<file path="config.mk">
export PLATFORM = sky130hd
export DESIGN_NAME = tw_ctrl_rx
export DESIGN_NICKNAME = d
export VERILOG_FILES = /design/src/rtl/tw_pkg.sv /design/src/rtl/tw_sync.sv /design/src/rtl/tw_deser.sv /design/src/rtl/tw_reg_bank.sv /design/src/rtl/tw_ctrl_rx.sv
export SDC_FILE = /design/constraint.sdc
export NUM_CORES = 1
export LEC_CHECK = 0
export BUFFER_PORTS_ARGS = -buffer_cell sky130_fd_sc_hd__buf_4
export CAP_MARGIN = 20
export CORE_MARGIN = 2
export CORE_UTILIZATION = 59
export DETAILED_ROUTE_END_ITERATION = 10
export PLACE_DENSITY = 0.83
export SYNTH_ARGS = -nofsm -noshare
export SYNTH_HDL_FRONTEND = slang
export SYNTH_SLANG_ARGS = --single-unit
</file>
<file path="constraint.sdc">
create_clock -name clk_i -period 3.09 [get_ports clk_i]
set_input_delay 0.309 -clock clk_i [delete_from_list [all_inputs] [get_ports clk_i]]
set_output_delay 0.309 -clock clk_i [all_outputs]
set_load 0.1 [all_outputs]
</file>
<file path="src/rtl/tw_pkg.sv">
package tw_pkg;
  typedef enum logic [1:0] {BANK_NONE, BANK_FEAT, BANK_CTRL} bank_e;
  typedef enum logic [1:0] {PH_IDX, PH_VAL, PH_DONE} phase_e;
  localparam int unsigned TYPE_W = 2;
  localparam logic [TYPE_W-1:0] TYPE_FEAT = 2'b00;
  localparam logic [TYPE_W-1:0] TYPE_CTRL = 2'b10;
endpackage

</file>
<file path="src/rtl/tw_sync.sv">
module tw_sync #(
  parameter int unsigned STAGES = 2
) (
  input  logic clk_i,
  input  logic rst_ni,
  input  logic sclk_i,
  input  logic mode_i,
  input  logic sdata_i,
  output logic mode_o,
  output logic sdata_o,
  output logic rise_o,
  output logic mode_chg_o
);
  logic [STAGES-1:0] s_sclk, s_mode, s_data;
  logic sclk_q, mode_q;

  always_ff @(posedge clk_i or negedge rst_ni) begin
    if (!rst_ni) begin
      s_sclk <= '0;
      s_mode <= '0;
      s_data <= '0;
      sclk_q <= 1'b0;
      mode_q <= 1'b0;
    end else begin
      s_sclk <= {s_sclk[STAGES-2:0], sclk_i};
      s_mode <= {s_mode[STAGES-2:0], mode_i};
      s_data <= {s_data[STAGES-2:0], sdata_i};
      sclk_q <= s_sclk[STAGES-1];
      mode_q <= s_mode[STAGES-1];
    end
  end

  assign mode_o     = s_mode[STAGES-1];
  assign sdata_o    = s_data[STAGES-1];
  assign rise_o     = s_sclk[STAGES-1] & ~sclk_q;
  assign mode_chg_o = s_mode[STAGES-1] ^ mode_q;

  // one sample per serial clock edge
  assert_single_rise_R2: assert property (@(posedge clk_i) disable iff (!rst_ni)
    rise_o |=> !rise_o);
endmodule

</file>
<file path="src/rtl/tw_deser.sv">
module tw_deser #(
  parameter int unsigned DW = 8
) (
  input  logic          clk_i,
  input  logic          rst_ni,
  input  logic          rise_i,
  input  logic          bit_i,
  input  logic          mode_i,
  input  logic          clr_i,
  output logic          byte_vld_o,
  output logic [DW-1:0] byte_o,
  output logic          byte_mode_o
);
  localparam int unsigned CW = $clog2(DW);
  logic [CW-1:0] cnt_q;
  logic [DW-1:0] sh_q;
  logic [DW-1:0] sh_nxt;

  assign sh_nxt = {bit_i, sh_q[DW-1:1]};  // LSB first

  always_ff @(posedge clk_i or negedge rst_ni) begin
    if (!rst_ni) begin
      cnt_q       <= '0;
      sh_q        <= '0;
      byte_vld_o  <= 1'b0;
      byte_o      <= '0;
      byte_mode_o <= 1'b0;
    end else begin
      byte_vld_o <= 1'b0;
      if (clr_i) begin
        cnt_q <= '0;
      end else if (rise_i) begin
        sh_q <= sh_nxt;
        if (cnt_q == CW'(DW-1)) begin
          cnt_q       <= '0;
          byte_vld_o  <= 1'b1;
          byte_o      <= sh_nxt;
          byte_mode_o <= mode_i;
        end else begin
          cnt_q <= cnt_q + 1'b1;
        end
      end
    end
  end

  // a completed byte is reported for one cycle only
  assert_byte_pulse_R8: assert property (@(posedge clk_i) disable iff (!rst_ni)
    byte_vld_o |=> !byte_vld_o);
endmodule

</file>
<file path="src/rtl/tw_reg_bank.sv">
module tw_reg_bank #(
  parameter int unsigned N  = 4,
  parameter int unsigned DW = 8
) (
  input  logic            clk_i,
  input  logic            rst_ni,
  input  logic            we_i,
  input  logic [DW-1:0]   idx_i,
  input  logic [DW-1:0]   wdata_i,
  output logic [N*DW-1:0] q_o,
  output logic [N-1:0]    stb_o
);
  for (genvar g = 0; g < N; g++) begin : g_reg
    always_ff @(posedge clk_i or negedge rst_ni) begin
      if (!rst_ni) begin
        q_o[g*DW +: DW] <= '0;
        stb_o[g]        <= 1'b0;
      end else begin
        stb_o[g] <= we_i && (idx_i == DW'(g));
        if (we_i && (idx_i == DW'(g))) q_o[g*DW +: DW] <= wdata_i;
      end
    end

    // a register only moves together with its strobe
    assert_hold_without_stb_R8: assert property (@(posedge clk_i) disable iff (!rst_ni)
      !stb_o[g] |-> $stable(q_o[g*DW +: DW]));
  end

  // at most one register written per cycle
  assert_onehot_stb_R9: assert property (@(posedge clk_i) disable iff (!rst_ni)
    $onehot0(stb_o));
endmodule

</file>
<file path="src/rtl/tw_ctrl_rx.sv">
module tw_ctrl_rx
  import tw_pkg::*;
#(
  parameter int unsigned DW       = 8,
  parameter int unsigned NUM_CTRL = 4,
  parameter int unsigned SYNC_STG = 2,
  parameter logic [DW-TYPE_W-1:0] DEV_ADDR = 6'h05
) (
  input  logic                   clk_i,
  input  logic                   rst_ni,
  input  logic                   mode_i,
  input  logic                   sclk_i,
  input  logic                   sdata_i,
  output logic [DW-1:0]          vol_r_o,
  output logic [DW-1:0]          vol_l_o,
  output logic [DW-1:0]          bass_o,
  output logic [DW-1:0]          treble_o,
  output logic [3:0]             feat_stb_o,
  output logic [NUM_CTRL*DW-1:0] ctrl_o,
  output logic [NUM_CTRL-1:0]    ctrl_stb_o
);
  localparam int unsigned NFEAT = 4;

  logic mode_s, sdata_s, rise, mode_chg;
  logic byte_vld, byte_mode;
  logic [DW-1:0] byte_d;
  logic [DW-1:0] idx_q;
  bank_e  bank_q;
  phase_e phase_q;
  logic we, feat_we, ctrl_we;
  logic [NFEAT*DW-1:0] feat_q;

  tw_sync #(.STAGES(SYNC_STG)) u_sync (
    .clk_i(clk_i), .rst_ni(rst_ni), .sclk_i(sclk_i), .mode_i(mode_i),
    .sdata_i(sdata_i), .mode_o(mode_s), .sdata_o(sdata_s), .rise_o(rise),
    .mode_chg_o(mode_chg)
  );

  tw_deser #(.DW(DW)) u_deser (
    .clk_i(clk_i), .rst_ni(rst_ni), .rise_i(rise), .bit_i(sdata_s),
    .mode_i(mode_s), .clr_i(mode_chg), .byte_vld_o(byte_vld),
    .byte_o(byte_d), .byte_mode_o(byte_mode)
  );

  always_ff @(posedge clk_i or negedge rst_ni) begin
    if (!rst_ni) begin
      bank_q  <= BANK_NONE;
      phase_q <= PH_IDX;
      idx_q   <= '0;
    end else if (mode_chg) begin
      phase_q <= PH_IDX;  // halt or mode switch starts a fresh transfer
    end else if (byte_vld) begin
      if (!byte_mode) begin
        if (byte_d[DW-1:TYPE_W] != DEV_ADDR)        bank_q <= BANK_NONE;
        else if (byte_d[TYPE_W-1:0] == TYPE_FEAT)   bank_q <= BANK_FEAT;
        else if (byte_d[TYPE_W-1:0] == TYPE_CTRL)   bank_q <= BANK_CTRL;
        else                                        bank_q <= BANK_NONE;
      end else begin
        unique case (phase_q)
          PH_IDX: begin
            idx_q   <= byte_d;
            phase_q <= PH_VAL;
          end
          PH_VAL:  phase_q <= PH_DONE;
          default: phase_q <= PH_DONE;
        endcase
      end
    end
  end

  assign we      = byte_vld && byte_mode && !mode_chg && (phase_q == PH_VAL);
  assign feat_we = we && (bank_q == BANK_FEAT);
  assign ctrl_we = we && (bank_q == BANK_CTRL);

  tw_reg_bank #(.N(NFEAT), .DW(DW)) u_feat (
    .clk_i(clk_i), .rst_ni(rst_ni), .we_i(feat_we), .idx_i(idx_q),
    .wdata_i(byte_d), .q_o(feat_q), .stb_o(feat_stb_o)
  );

  tw_reg_bank #(.N(NUM_CTRL), .DW(DW)) u_ctrl (
    .clk_i(clk_i), .rst_ni(rst_ni), .we_i(ctrl_we), .idx_i(idx_q),
    .wdata_i(byte_d), .q_o(ctrl_o), .stb_o(ctrl_stb_o)
  );

  assign vol_r_o  = feat_q[0*DW +: DW];
  assign vol_l_o  = feat_q[1*DW +: DW];
  assign bass_o   = feat_q[2*DW +: DW];
  assign treble_o = feat_q[3*DW +: DW];

  // never both banks in one cycle
  assert_single_bank_R9: assert property (@(posedge clk_i) disable iff (!rst_ni)
    !((|feat_stb_o) && (|ctrl_stb_o)));
  // feature strobes only while the feature bank is selected
  assert_feat_bank_R2: assert property (@(posedge clk_i) disable iff (!rst_ni)
    (|feat_stb_o) |-> (bank_q == BANK_FEAT));
  // no write without a selected bank
  assert_no_bank_no_write_R4: assert property (@(posedge clk_i) disable iff (!rst_ni)
    (bank_q == BANK_NONE && $past(bank_q) == BANK_NONE) |-> !(|feat_stb_o || |ctrl_stb_o));
endmodule

</file>
== Word-level counts from Yosys, hierarchy flattened ==
Cells that the tools add are included.

* Flip-flop bits (word level): 113
* Bits of input ports: 5
* Logic and storage cells: 82

* Add/subtract/negate cells: 1
* Bitwise operators: 5
* Eq/ne operators: 9
* Mux-type cells: 13
* Reduce and logical (&&, ||, !) cells: 25

{| class="wikitable"
|+ Operator list
! kind !! count
|-
| $eq A8 B2 Y1 const B || 2
|-
| $mux W2 || 7
|-
| $logic_and A1 B1 Y1 || 13
|-
| $mux W3 || 3
|-
| $eq A8 B1 Y1 const B || 1
|-
| $logic_not A8 Y1 || 1
|-
| $ne A6 B3 Y1 const B || 1
|-
| $reduce_and A3 Y1 || 2
|-
| $reduce_bool A2 Y1 || 3
|-
| $eq A2 B1 Y1 const B || 2
|-
| $eq A2 B2 Y1 const B || 2
|-
| $logic_not A2 Y1 || 2
|-
| $reduce_and A2 Y1 || 2
|-
| $reduce_and A4 Y1 || 1
|-
| $add A3 B1 Y3 const B || 1
|-
| $eq A3 B3 Y1 const B || 1
|-
| $mux W1 || 3
|-
| $not A1 Y1 || 3
|-
| $and A1 B1 Y1 || 1
|-
| $logic_not A1 Y1 || 1
|-
| $xor A1 B1 Y1 || 1
|}

== Longest topological paths before layout ==
Gate-level depths: netlist of the first run.

* Depth in word-level cells: 6
* Gate-level depth with buffers: 5
* Mapped depth without buffers: 5

== By module ==
Synthesis of the first run repeated with hierarchy kept, for this count alone.

* Cells, all modules: 261
* Area, all modules: 4319.1 um^2

{| class="wikitable"
|+ By module, submodules not included
! module !! instances !! cells an instance !! sequential area each (um^2) !! area an instance (um^2)
|-
| tw_reg_bank || 2 || 81 || 900.9 || 1377.6
|-
| tw_deser || 1 || 50 || 500.5 || 820.8
|-
| tw_ctrl_rx || 1 || 39 || 300.3 || 528.0
|-
| tw_sync || 1 || 10 || 200.2 || 215.2
|}

== Worst setup path after synthesis of the first run ==
No wires, ideal clock.

* Path type: register to register
* From: register phase_q[1]
* To: register u_ctrl.q_o[0]
* Slack: 1.247 ns
* Data required time: 2.965 ns
* Buffers on the path: 1
* Setup time: 0.125 ns
* Period minus slack after synthesis: 1.843 ns
* Stages on the path, launching flop included: 6
* Arrival: 1.717 ns
* Cell sequence: dfrtp_1 > and3b_2 > nand4b_2 > or3_1 > buf_6 > mux2_4

* Word-level cells in the longest chain between the ends: 4

{| class="wikitable"
|+ RTL lines
! what !! RTL line !! source
|-
| start: declaration || tw_ctrl_rx.sv:29 || <nowiki>phase_e phase_q;</nowiki>
|-
| start signal: assignment || tw_ctrl_rx.sv:48 || <nowiki>phase_q <= PH_IDX;</nowiki>
|-
| start signal: assignment || tw_ctrl_rx.sv:51 || <nowiki>phase_q <= PH_IDX;</nowiki>
|-
| start signal: assignment || tw_ctrl_rx.sv:62 || <nowiki>phase_q <= PH_VAL;</nowiki>
|-
| $eq A2 B1 Y1 || tw_ctrl_rx.sv:71 || <nowiki>assign we = byte_vld && byte_mode && !mode_chg && (phase_q == PH_VAL);</nowiki>
|-
| $logic_and A1 B1 Y1 || tw_ctrl_rx.sv:71 ||
|-
| $logic_and A1 B1 Y1 || tw_ctrl_rx.sv:73 || <nowiki>assign ctrl_we = we && (bank_q == BANK_CTRL);</nowiki>
|-
| $logic_and A1 B1 Y1 || tw_reg_bank.sv:20 || <nowiki>if (we_i && (idx_i == DW'(g))) q_o[g*DW +: DW] <= wdata_i;</nowiki>
|-
| end signal: indexed assignment || tw_reg_bank.sv:20 ||
|-
| end: declaration || tw_reg_bank.sv:10 || <nowiki>output logic [N*DW-1:0] q_o,</nowiki>
|}

Every way passes these cells.
A chain may end at the register's enable or synchronous reset.

== Worst setup path in the final report of the first run ==
* From: register phase_q[1]
* To: register u_feat.q_o[16]

* Word-level cells in the longest chain between the ends: 4

{| class="wikitable"
|+ RTL lines
! what !! RTL line !! source
|-
| $eq A2 B1 Y1 || tw_ctrl_rx.sv:71 ||
|-
| $logic_and A1 B1 Y1 || tw_ctrl_rx.sv:71 ||
|-
| $logic_and A1 B1 Y1 || tw_ctrl_rx.sv:72 || <nowiki>assign feat_we = we && (bank_q == BANK_FEAT);</nowiki>
|-
| $logic_and A1 B1 Y1 || tw_reg_bank.sv:20 ||
|-
| end signal: indexed assignment || tw_reg_bank.sv:20 ||
|-
| end: declaration || tw_reg_bank.sv:10 ||
|}

Every way passes these cells.

==> impl_metrics.csv, run 1 <==
group,metric,value,unit
grt,grt_remaining_overflow,0,
critical_path,worstPathArrival,2.35,ns
power_and_ir_drop,p_total,2.497,mW
floorplan,start_util,61.01,%
grt,grt_max_degree,79,
timing,fmax,0.4761,GHz
critical_path,endpoint_kind,"register",
routing,drc,0,
power_and_ir_drop,p_per_area,474.5,mW/mm²
job,cap_violations,0,
timing,finalHoldViolCount,0,
finish,n_antenna_cell,0,
synth,synthDistinctLibCells,31,
clock_network,clk_pin_slew,0.10,ns
power_and_ir_drop,ir_drop,0.0003103,V
routing,first_pass_iters,4,
clock_network,cts_max_level,3,
timing,relSlewSlack,38.55,%
synth,syn_area,0.004425,mm²
floorplan,core_area,0.007253,mm²
power_and_ir_drop,pwr-share-clk,34.8,%
power_and_ir_drop,p_int,1.951,mW
synth,synth-seq-cells,112,
finish,stdcell_count,448,
floorplan,rows,31,
grt,grt_util_met1,31.09,%
clock_network,cts_sinks,112,
grt,grt_antenna_before_repair,0,
timing,fin_crit_sh,67.97,%
floorplan,die-area,0.008209,mm²
clock_network,cts_resized,0,
synth,syn_inst,268,
synth,syn_area_per_cell,16.51,µm²
critical_path,critPathLaunchType,"register",
floorplan,pin_count,77,
timing,setup_tns,0,ns
synth,ys_warn_count,0,
place,routabilityCongestion,0.7771,
grt,grt_first_pass_wirelength,13280,µm
power_and_ir_drop,seq_power_share,61.7,%
timing,setup_viol,0,
routing,final_antenna_net_count,0,
timing,tightest_slew,0.9218,ns
finish,layout-drive-gt1-share,55.59,%
finish,fin_nets,351,
floorplan,die_w,90.61,µm
grt,use_met2,32.21,%
routing,detail_route.vias_per_cell,5.346,
grt,grt_usage,21.24,%
synth,async_flop_share,100.0,%
grt,grt_util_met3,4.257,%
routing,wire_per_inst,17.90,µm
place,dp.cells,432,
critical_path,rrSetupSlack,0.99,ns
place,dpl.hpwl,5567,µm
min_path,hold_path.class,"in -> reg",
timing,slew_viol_final,0,
clock_network,cts_buffers,9,
clock_network,cts_buffer_depth,2,
floorplan,die_y,90.61,µm
critical_path,critical_path.reg2reg.startpoint,"phase_q[1]",
synth,syn_nets,275,
timing,rsz0062_at_grt,"no",
min_path,min-delay-start,"sdata_i",
synth,synth_edf_count,0,
grt,grt_pass1_vias,2419,
clock_network,hold_buffers,0,
power_and_ir_drop,switching_share,21.84,%
power_and_ir_drop,p_leak,2.856,nW
clock_network,postCtsSetupBuffers,0,
critical_path,required,3.34,ns
synth,ys.flop_type,"dfrtp_1",
grt,grt.busiest_layer,"met2",
routing,wirelength,8020,µm
clock_network,insertion_delay,0.37,ns
finish,synthToLayoutAreaGrowth,18.89,%
clock_network,cts-root-buf,"clkbuf_8",
routing,vias,2395,
clock_network,cts_tree,"yes",
critical_path,crit_path_start,"phase_q[1]",
timing,fin_skew,0.01478,ns
timing,hold-worst-slack,0.04578,ns
synth,ys_seq_area_share,63.33,%
power_and_ir_drop,p_switching,0.5453,mW
timing,period_needed,2.100,ns
finish,final_util,72.54,%
place,port_buffers,76,
power_and_ir_drop,combPwrFrac,3.5,%
critical_path,cp_max_fo,8,
routing,drtIter0Drc,101,
status,run_status,"complete, no violations",
critical_path,crit_type,"reg -> reg",
-- cells in the final DEF, fill, tap and decap left out, types with 2 or more instances in the layout --
master	Yosys	routed
mux2i_1	3	3
or3_1	4	4
dfrtp_1	112	112
mux2_4	32	32
nand3_1	2	2
mux2_2	56	56
clkinvlp_4	0	2
nor2_1	9	9
nor3_4	4	4
nor3_1	9	9
nand2_1	4	4
ha_1	2	2
buf_4	0	78
clkbuf_8	0	10
-- area by class of cell --
cell class,instances,area [µm²]
clock inverters,6,67.56
inverters,1,3.754
flip-flops and latches,112,2803
clock buffers,10,137.6
multi-input cells,142,1540
well taps,99,123.9
repair buffers,78,585.6
fillers,464,1992
-- synthesized netlist by cell type (3+ instances only) --
master    count  share of area (%)
dfrtp_1     112                 63
mux2_2       56                 14
mux2_4       32                 11
clkbuf_1      9               0.76
nor2_1        9               0.76
nor3_1        9                1.0
buf_6         4                1.0
nand2_1       4               0.34
nor3_4        4                1.5
or3_1         4               0.57
mux2i_1       3               0.68
-- state kept, by name, summed over array words and instances, names as in the netlist, 3 cells and up --
register        count
idx_q               8
u_deser.byte_o      8
u_ctrl.stb_o        4
u_feat.stb_o        4
u_deser.cnt_q       3
u_deser.sh_q        7
u_feat.q_o         32
u_ctrl.q_o         32
-- worst max-delay path: stages, from the launching register on --
cell	delay, ns
dfrtp_1	0.41
and3b_2	0.27
nand4_2	0.26
or3_1	0.67
mux2_4	0.38
-- stage by stage --
| step | setup WS, ns | area, µm² |
|---|---|---|
| global placement | 1.034 | 5056 |
| floorplan | 1.247 | 4425 |
| detailed placement | 1.003 | 5056 |
| CTS | 0.9876 | 5261 |
| finish | 0.9897 | 5261 |
| global route | 0.8394 | 5261 |
-- metal layers --
layer / up-vias / part of all wire (%)
li1: 1097 / -
met1: 1216 / 47
met2: 70 / 46
met3: 12 / 5.7
met4: 0 / 1.4
met5: - / 0
-- cell families (layout without fill, tap and decap cells) --
family | count (synthesis) | after routing | synth area share [%]
AO/OA/AOI/OAI | 4 | 4 | 0.6221
XOR/XNOR | 2 | 2 | 0.8200
AND/OR/NAND/NOR | 43 | 43 | 7.011
multiplexers | 91 | 91 | 25.78
buffers and inverters | 14 | 95 | 1.866
flip-flops | 112 | 112 | 63.33
adder cells (fa/ha/maj) | 2 | 2 | 0.5654
-- final timing paths --
kind / endpoint / depth (start not counted)
max in group asynchronous: u_feat.q_o[10] / 2
hold / removal: u_sync.s_data[0] / 1
setup reg to reg: u_feat.q_o[16] / 4
hold reg to reg: u_sync.s_sclk[1] / 0
setup / recovery: u_feat.q_o[16] / 4
min in group asynchronous: u_feat.q_o[2] / 1
-- power by group through the flow --
stage / sequential (mW) / combinational (mW) / clock, mW
6_report: 1.54 / 0.0883 / 0.869
4_1_cts: 1.54 / 0.0921 / 0.886
3_3_place_gp: 1.57 / 0.0868 / 0
3_5_place_dp: 1.57 / 0.0918 / 0
5_1_grt: 1.55 / 0.100 / 0.948
2_1_floorplan: 1.56 / 0.0510 / 0
Power figures use the tool's default switching activity.
==> run 2: changes to the inputs <==
Settings changed: CORE_UTILIZATION 59 to 50, PLACE_DENSITY 0.83 to 0.75.
Clock period 3.09 ns to 1.9 ns, I/O delays scaled along.
==> run 2 against run 1 <==
Clock skew fell by 0.0042 ns. Cell count rose by 6.3%. Cell area rose by 4.6%. Critical path type unchanged. Non-clock buffer count rose by 19.
==> impl_metrics.csv, run 2 (synthesis gave the netlist of run 1 again) <==
group,metric,value,unit
clock_network,cts-root-buf,"clkbuf_8",
critical_path,crit_buf_inv,1,
finish,fin_nets,370,
timing,finalHoldViolCount,0,
timing,fin_skew,0.01056,ns
critical_path,crit_type,"reg -> reg",
grt,grt_max_degree,49,
grt,grt_first_pass_wirelength,13990,µm
status,run_status,"complete, no violations",
job,cap_violations,0,
critical_path,crit_chain,"nor2_1 -> nand4_2 -> or3_1 -> buf_4 -> mux2_4",
finish,top_regs,"u_ctrl.q_o (32), u_feat.q_o (32)",
routing,drc,0,
place,port_buffers,76,
finish,final_util,63.72,%
finish,synthToLayoutAreaGrowth,24.34,%
critical_path,required,2.16,ns
floorplan,core_area,0.008636,mm²
grt,grt_remaining_overflow,0,
timing,tightest_slew,0.5326,ns
clock_network,cts_tree,"yes",
clock_network,cts_sinks,112,
floorplan,die_w,98.08,µm
clock_network,cts_max_level,3,
grt,grt_usage,18.69,%
clock_network,insertion_delay,0.37,ns
floorplan,die_y,98.08,µm
floorplan,start_util,51.25,%
min_path,hold_path.class,"in -> async",
finish,n_fill_cell,613,
power_and_ir_drop,ir_drop,0.0004378,V
floorplan,rows,34,
finish,layout-drive-gt1-share,57.61,%
place,routabilityCongestion,0.7734,
routing,first_pass_iters,5,
routing,wire_per_inst,17.89,µm
power_and_ir_drop,p_leak,2.966,nW
grt,grt_pass1_vias,2557,
power_and_ir_drop,p_per_area,720.1,mW/mm²
place,dpl_cell_area,0.005235,mm²
clock_network,cts_buffers,9,
timing,slew_viol_final,0,
finish,design_area,0.005503,mm²
critical_path,worstPathArrival,2.12,ns
routing,detail_route.vias_per_cell,5.258,
finish,n_antenna_cell,0,
routing,drtIter0Drc,91,
place,dpl.hpwl,5807,µm
critical_path,endpoint_kind,"register",
critical_path,worst_path_dominant_cell_family,"simple AND/OR/NAND/NOR gates",
timing,relSlewSlack,64.49,%
routing,vias,2503,
critical_path,critPathLaunchType,"register",
timing,period_needed,1.856,ns
floorplan,die-area,0.009620,mm²
floorplan,pin_count,77,
critical_path,cpPeakStageDelay,0.40,ns
routing,wirelength,8515,µm
timing,fin_crit_sh,97.68,%
clock_network,cts_buffer_depth,2,
finish,final_cell_mix,"dfrtp_1, buf_4, mux2_2",
clock_network,clk_pin_slew,0.10,ns
grt,grt_antenna_before_repair,0,
critical_path,cp_max_fo,8,
timing,setup_viol,0,
routing,final_antenna_net_count,0,
timing,fmax,0.5388,GHz
critical_path,slowest_stage,"or3_1",
finish,final_common_cell,"dfrtp_1",
## run 2: changes by cell type in the layout (fill, tap and decap cells not counted), moves of 2 or more
cell           before  now
buf_12              0    6
buf_4              78   86
clkinv_2            1    3
clkinvlp_4          2    0
dfrtp_1           112  110
dfrtp_2             0    2
dlygate4sd3_1       0    4
inv_6               1    3
## run 2: worst paths after layout
| check | startpoint | endpoint | slack [ns] | cells past startpoint |
|---|---|---|---|---|
| min in group clk_i | u_sync.s_mode[0] | u_sync.s_mode[1] | 0.36 | 0 |
| worst max-delay path | idx_q[3] | u_ctrl.q_o[16] | 0.04 | 5 |
| worst max register to register | idx_q[3] | u_ctrl.q_o[16] | 0.04 | 5 |
| worst min-delay path | rst_ni | u_feat.q_o[1] | 0.29 | 2 |
| worst min register to register | u_sync.s_mode[0] | u_sync.s_mode[1] | 0.36 | 0 |
| max in group asynchronous | rst_ni | u_sync.s_mode[1] | 1.00 | 3 |
## run 2: worst register-to-register path: cells and delay by family (launching register included)
kind	cells	cell delay [ns]
flops	1	0.39
mux	1	0.31
buf+inv	1	0.20
simple gates	3	0.85
## run 2: layer usage
| layer | share of wire (%) | GRT usage [%] | vias up |
|---|---|---|---|
| li1 | - | - | 1132 |
| met1 | 45 | 26.10 | 1295 |
| met2 | 48 | 28.93 | 67 |
| met3 | 5.4 | 5.369 | 9 |
| met4 | 1.2 | 5.342 | 0 |
| met5 | 0 | 0 | - |
## run 2: stage by stage
stage                     setup slack [ns]  hold WS, ns  instances  setup TNS (ns)  power, mW
final                              0.04410       0.2931        476               0      3.963
after global routing              -0.05725       0.3239        476         -0.5598      4.140
after CTS                          0.02459       0.3022        476               0      4.001
after detailed placement          -0.06534       0.1614        455         -0.5039      2.714
after global placement            -0.01957       0.1605        455         -0.1530      2.702
after floorplan                    0.05726      -0.1056        268               0      2.620
## run 2: report_power, final
group          leakage [nW]  total (mW)  internal [mW]  switching [mW]
Sequential             1.53        2.51           2.46          0.0501
Clock                0.0972        1.30          0.521           0.775
Combinational          1.34       0.162         0.0831          0.0784
Total                  2.97        3.96           3.06           0.903
## run 2: cell type report
| class | instances | area (µm²) | area share (%) |
|---|---|---|---|
| Tap cell | 108 | 135.1 | 2.456 |
| Clock inverter | 6 | 41.29 | 0.7503 |
| Clock buffer | 10 | 137.6 | 2.501 |
| Timing Repair Buffer | 97 | 817.0 | 14.85 |
| Multi-Input combinational cell | 142 | 1563 | 28.40 |
| Sequential cell | 112 | 2805 | 50.98 |
| Inverter | 1 | 3.754 | 0.06821 |
## run 2: repair_timing
action / 4_1_cts / 5_1_grt
pin swaps: 1 / 1
hold endpoints to repair: 34 / 0
buffers inserted: 1 / 0
cloned: 0 / 0
hold buffers: 4 / 0
resized for setup: 1 / 5
setup endpoints to repair: 9 / 47
